[config.mk]
export PLATFORM = sky130hd
export DESIGN_NAME = tapered_decoder
export DESIGN_NICKNAME = d
export VERILOG_FILES = /design/src/rtl/tpdec_pkg.sv /design/src/rtl/tpdec_header.sv /design/src/rtl/tpdec_split.sv /design/src/rtl/tpdec_char.sv /design/src/rtl/tapered_decoder.sv
export SDC_FILE = /design/constraint.sdc
export NUM_CORES = 1
export LEC_CHECK = 0
export BUFFER_PORTS_ARGS = -buffer_cell sky130_fd_sc_hd__buf_2
export CAP_MARGIN = 40
export CORE_MARGIN = 3
export CORE_UTILIZATION = 35
export DETAILED_ROUTE_END_ITERATION = 8
export GPL_ROUTABILITY_DRIVEN = 0
export PLACE_DENSITY = 0.66
export SYNTH_ARGS = -nofsm -noshare
export SYNTH_HDL_FRONTEND = slang
export SYNTH_SLANG_ARGS = --single-unit
[constraint.sdc]
create_clock -name vclk -period 13
set_clock_uncertainty 0.05 [all_clocks]
set_input_delay 1.95 -clock vclk [all_inputs]
set_output_delay 1.95 -clock vclk [all_outputs]
set_load 0.02 [all_outputs]
[src/rtl/tpdec_pkg.sv]
package tpdec_pkg;

    localparam int HDR_W    = 5;   // sign + direction + run pattern
    localparam int PAT_W    = 3;
    localparam int RUN_MAX  = 7;
    localparam int EXP_W    = 9;   // exponent range -255..254
    localparam int HDR_MAXW = HDR_W + RUN_MAX;

    typedef logic [PAT_W-1:0]        run_t;
    typedef logic signed [EXP_W-1:0] exp_t;

    typedef struct packed {
        logic sign;
        logic dir;
        run_t run;
    } hdr_t;

    typedef enum logic [1:0] {
        CLS_NORMAL = 2'd0,
        CLS_ZERO   = 2'd1,
        CLS_NAR    = 2'd2
    } cls_t;

    // run length from direction bit and 3-bit pattern
    function automatic run_t run_from_pattern(logic dir, logic [PAT_W-1:0] pat);
        return dir ? pat : run_t'(RUN_MAX) - pat;
    endfunction

endpackage

[src/rtl/tpdec_header.sv]
module tpdec_header
    import tpdec_pkg::*;
#(
    parameter int N = 16
) (
    input  logic [N-1:0]       code_i,
    output hdr_t               hdr_o,
    output logic [RUN_MAX-1:0] win_o,
    output logic [N-6:0]       body_o
);
    localparam int BODY_W = N - HDR_W;

    always_comb begin
        hdr_o.sign = code_i[N-1];
        hdr_o.dir  = code_i[N-2];
        hdr_o.run  = run_from_pattern(code_i[N-2], code_i[N-3 -: PAT_W]);
    end

    assign body_o = code_i[BODY_W-1:0];

    // window of at most seven bits that can hold the characteristic
    generate
        if (BODY_W >= RUN_MAX) begin : g_wide
            assign win_o = body_o[BODY_W-1 -: RUN_MAX];
        end else begin : g_short
            assign win_o = {body_o, {(RUN_MAX-BODY_W){1'b0}}};
        end
    endgenerate

endmodule

[src/rtl/tpdec_split.sv]
module tpdec_split
    import tpdec_pkg::*;
#(
    parameter int N = 16
) (
    input  run_t               run_i,
    input  logic [RUN_MAX-1:0] win_i,
    input  logic [N-6:0]       body_i,
    output logic [RUN_MAX-1:0] raw_o,
    output logic [N-6:0]       mant_o
);
    localparam int BODY_W = N - HDR_W;

    always_comb begin
        raw_o  = win_i >> (run_t'(RUN_MAX) - run_i);
        mant_o = body_i << run_i;
    end

    always_comb begin
        if (int'(run_i) < BODY_W) begin
            assert_mant_align_R6: assert (mant_o[BODY_W-1] == body_i[BODY_W-1-int'(run_i)])
                else $error("mantissa MSB misaligned");
        end
    end

endmodule

[src/rtl/tpdec_char.sv]
module tpdec_char
    import tpdec_pkg::*;
(
    input  logic               dir_i,
    input  run_t               run_i,
    input  logic [RUN_MAX-1:0] raw_i,
    output exp_t               char_o
);
    logic [EXP_W-1:0] lo_span;
    logic [EXP_W-1:0] hi_span;
    logic [EXP_W-1:0] raw_ext;

    always_comb begin
        lo_span = EXP_W'(1) << run_i;
        hi_span = EXP_W'(1) << ({1'b0, run_i} + 4'd1);
        raw_ext = {{(EXP_W-RUN_MAX){1'b0}}, raw_i};
        if (dir_i)
            char_o = exp_t'(lo_span - EXP_W'(1) + raw_ext);
        else
            char_o = exp_t'(raw_ext + EXP_W'(1) - hi_span);
    end

    always_comb begin
        if (dir_i) begin
            assert_char_pos_R3: assert (!char_o[EXP_W-1])
                else $error("upward characteristic negative");
        end else begin
            assert_char_neg_R4: assert (char_o[EXP_W-1])
                else $error("downward characteristic not negative");
        end
    end

endmodule

[src/rtl/tapered_decoder.sv]
module tapered_decoder
    import tpdec_pkg::*;
#(
    parameter int N        = 16,
    parameter bit EMIT_LOG = 1'b1
) (
    input  logic [N-1:0]         code_i,
    output logic                 sign_o,
    output logic signed [8:0]    exp_o,
    output logic [N-6:0]         mant_o,
    output logic signed [N+3:0]  log_o,
    output logic                 zero_o,
    output logic                 nar_o
);
    localparam int BODY_W = N - HDR_W;
    localparam int LOG_W  = EXP_W + BODY_W;

    hdr_t               hdr;
    logic [RUN_MAX-1:0] win;
    logic [BODY_W-1:0]  body;
    logic [RUN_MAX-1:0] raw_char;
    logic [BODY_W-1:0]  mant_raw;
    exp_t               charac;
    cls_t               cls;
    logic               special;

    tpdec_header #(.N(N)) u_header (
        .code_i (code_i),
        .hdr_o  (hdr),
        .win_o  (win),
        .body_o (body)
    );

    tpdec_split #(.N(N)) u_split (
        .run_i  (hdr.run),
        .win_i  (win),
        .body_i (body),
        .raw_o  (raw_char),
        .mant_o (mant_raw)
    );

    tpdec_char u_char (
        .dir_i  (hdr.dir),
        .run_i  (hdr.run),
        .raw_i  (raw_char),
        .char_o (charac)
    );

    // flagging of the two reserved codewords
    always_comb begin
        if (code_i == '0)
            cls = CLS_ZERO;
        else if (code_i == {1'b1, {(N-1){1'b0}}})
            cls = CLS_NAR;
        else
            cls = CLS_NORMAL;
    end

    assign special = (cls != CLS_NORMAL);
    assign zero_o  = (cls == CLS_ZERO);
    assign nar_o   = (cls == CLS_NAR);
    assign sign_o  = hdr.sign;

    // exponent: sign-dependent conditional complement of the characteristic
    always_comb begin
        if (special)
            exp_o = '0;
        else if (hdr.sign)
            exp_o = ~charac;
        else
            exp_o = charac;
        mant_o = special ? '0 : mant_raw;
    end

    generate
        if (EMIT_LOG) begin : g_log
            logic signed [LOG_W-1:0] fix;
            assign fix = {charac, mant_raw};
            always_comb begin
                if (special)
                    log_o = '0;
                else if (hdr.sign)
                    log_o = -fix;
                else
                    log_o = fix;
            end
        end else begin : g_nolog
            assign log_o = '0;
        end
    endgenerate

    always_comb begin
        assert_flags_exclusive_R7: assert ($onehot0({zero_o, nar_o}))
            else $error("zero and NaR both set");
        assert_sign_bit_R1: assert (sign_o == code_i[N-1])
            else $error("sign mismatch");
        if (nar_o) begin
            assert_nar_quiet_R8: assert (exp_o == '0 && mant_o == '0 && log_o == '0)
                else $error("NaR outputs not cleared");
        end
        if (!zero_o && !nar_o) begin
            assert_exp_sign_R5: assert (exp_o[EXP_W-1] == (sign_o == hdr.dir))
                else $error("exponent sign inconsistent");
        end
    end

endmodule

==> key figures <==
Outcome
  – Status: finished, final reports clean

STA
  – Slew @ Worst Pin: 858 ps
  – Tmin final: 9480 ps
  – RSZ-0062 raised after global routing: false
  – Max_slew headroom: a little over two fifths
  – Fin. Hold Viols: 0
  – Setup Viol. Count Final: 0
  – Final worst path period share: around 73%
  – Highest clock rate: ~110 MHz
  – Slack of the critical path: 3520 ps
  – Max Slew Vio Count: 0
  – TNS Setup: 0 ps

Placed design
  – DP Wirelength: around 6.1 mm
  – Port buffer count: 59
  – Post-Place Cells: 516
  – Place WS: ~3600 ps

Final layout
  – Fill cell count: between 700 and 800
  – Seq cells: 0
  – Final cell count without fillers: about 520
  – Multi-input gate area: 2420 um^2
  – Area delta synth->final: 13.1%
  – Share of cells above drive strength 1: 20.5%
  – Reg area: 0 um^2
  – Nets: around 470
  – Clkbuf count: 0
  – N_diodes: 0

Routing
  – Antenna-violating nets left: 0
  – Initial DRC Count: 137
  – Routed WL per cell: between 10 and 15 um
  – Routed WL: 7.46 mm
  – DRC violations left: 0
  – Vias: roughly 2.9k
  – DR vias/cell: approximately 5.5
  – Drt pass-1 iters: 4

Global route
  – Antenna violations before repair: 0
  – Grt ovf: 0
  – Vias in the first global route: approximately 2.6k
  – Overall routing resource usage: ~17%
  – Largest net degree at the start of global routing: 35
  – First-pass GRT wire length: approximately 13 mm

Die
  – Num ports: 59
  – Die Ht: around 93 um
  – Die area: roughly 8600 um^2
  – Initial core utilization: a little under two fifths
  – Row count: 30
  – CORE AREA: 7060 um^2
  – Die width: 92.7 um

Synth
  – Yosys cell types: a little under 70
  – Syn Area/Cell: about 6.9 um^2
  – Post-synthesis instance total: 380
  – Synth Warn #: 0
  – Post-Syn Area: around 2600 um^2
  – Net Count, Synth: 424
  – Sequential-to-total area share from yosys stat: 0%

Power and ir drop
  – Pleak: 1.37 nW
  – PwrDens: about 120 nW/um^2
  – Peak VDD IR: 0.0385 mV

CTS
  – Postcts setup bufs: 0
  – Resized Gates After CTS: 0
  – Hold Buf Count CTS: 0

Worst setup path
  – Critical path peak fanout: 34
  – CP Class: in2out
  – Slowest Stage Delay on Critical Path: 740 ps
  – CP dominant cell by count: mux2i_1
  – Crit path cell chain: buf_2 -> xor2_1 -> mux2i_1 -> o21ai_0 -> mux2i_1 -> inv_1 -> ha_1 -> or3b_2 -> mux2i_1 -> ha_1 -> o21a_1 -> o31a_1 -> nor3_1 -> a311oi_1 -> o211ai_1 -> or4_4 -> o31ai_2 -> mux2i_1 -> buf_2
  – Slowest library cell on the worst path: xor2_1
  – Worst Path Required: 11000 ps
  – Crit path capture type: output port
  – WP data arrival: ~7500 ps
  – Startpoint class of the critical path: input port

Worst hold path
  – Hold Path Cell Cnt: 3
  – Hold WC Path Type: in2out
  – WHS Endpoint: mant_o[0]
  – Hold Crit Start: code_i[0]

Flow run
  – Max Cap Viol: 0
## worst max-delay path by stage
stage,from,to,slack [ps],depth (start not counted)
floorplan,code_i[12],log_o[19],4510,19
global placement,code_i[14],log_o[19],3700,19
detailed placement,code_i[14],log_o[19],3560,19
CTS,code_i[14],log_o[19],3540,19
global route,code_i[14],log_o[19],2980,19
finish,code_i[14],log_o[19],3520,19
## through the flow
step	cell area (um^2)	utilization (%)	hold slack [ps]	power, mW
after floorplan	2630	-	3960	0.265
after global placement	2960	42.0	4350	0.347
after detailed placement	2980	42.2	4350	0.352
after CTS	2980	42.2	4350	0.354
after global routing	2980	42.2	4380	0.393
final	2980	42.2	4360	0.353
## synthesized netlist by cell type (4+ instances only)
| cell type | instances | area share, % |
|---|---|---|
| nor3b_1 | 4 | 1.1 |
| a21oi_1 | 13 | 2.5 |
| nand3_1 | 6 | 1.1 |
| buf_2 | 6 | 1.1 |
| nand2_1 | 38 | 5.4 |
| nor3_1 | 15 | 2.9 |
| o211ai_1 | 5 | 1.4 |
| nor2_1 | 46 | 6.6 |
| inv_1 | 29 | 4.1 |
| nor2b_1 | 13 | 3.1 |
| mux4_2 | 4 | 3.4 |
| xnor2_1 | 18 | 6.0 |
| o21ai_0 | 13 | 2.5 |
| xor2_1 | 11 | 3.7 |
| o31ai_1 | 5 | 1.4 |
| ha_1 | 26 | 12 |
| clkbuf_1 | 10 | 1.4 |
| nor4_1 | 6 | 1.4 |
| nand2b_1 | 7 | 1.7 |
| mux2i_1 | 19 | 7.2 |
| o21a_1 | 10 | 2.9 |
| or3_1 | 6 | 1.4 |
## cell families after synthesis
| kind of cell | synth area share [%] |
|---|---|
| compound gates | 21.2 |
| xor+xnor | 10.3 |
| fa+ha+maj | 13.9 |
| buf+inv | 8.41 |
| mux | 14.3 |
| simple gates | 31.9 |
## critical path: cells and delay by family
kind	cells	cell delay, ps
mux	4	740
xor+xnor	1	740
fa+ha+maj	2	570
buf+inv	3	830
compound gates	6	1500
simple gates	3	1140
## final cells by class
class | count | share of cell area [%]
Multi-Input combinational cell | 328 | 81.3
Timing Repair Buffer | 62 | 10.9
Tap cell | 96 | 4.03
Inverter | 30 | 3.78
## where the power goes
part | switching [mW] | internal [mW]
logic | 0.217 | 0.137
registers | 0 | 0
clock network | 0 | 0
total | 0.217 | 0.137
## layer usage
metal	wire, um	share of wire, %	vias up	global-route usage [%]
met5	0	0	-	0
met4	15	0.20	0	0.611
met3	302	4.0	2	0.244
met2	3570	48	56	29.5
met1	3580	48	1357	25.3
li1	-	-	1448	-
## cell usage in the layout, fill, tap and decap left out, types with 3 or more instances in the layout
master	n
a211oi_1	3
a21oi_1	13
and3_1	3
buf_2	59
ha_1	26
inv_1	29
mux2_2	3
mux2i_1	19
mux4_2	4
nand2_1	38
nand2b_1	7
nand3_1	6
nor2_1	46
nor2b_1	13
nor3_1	15
nor3b_1	4
nor4_1	6
o211ai_1	5
o21a_1	10
o21ai_0	13
o22ai_1	3
o31a_1	3
o31ai_1	5
o41ai_1	3
or3_1	6
xnor2_1	17
xor2_1	11
(Power assumes the default switching activity.)
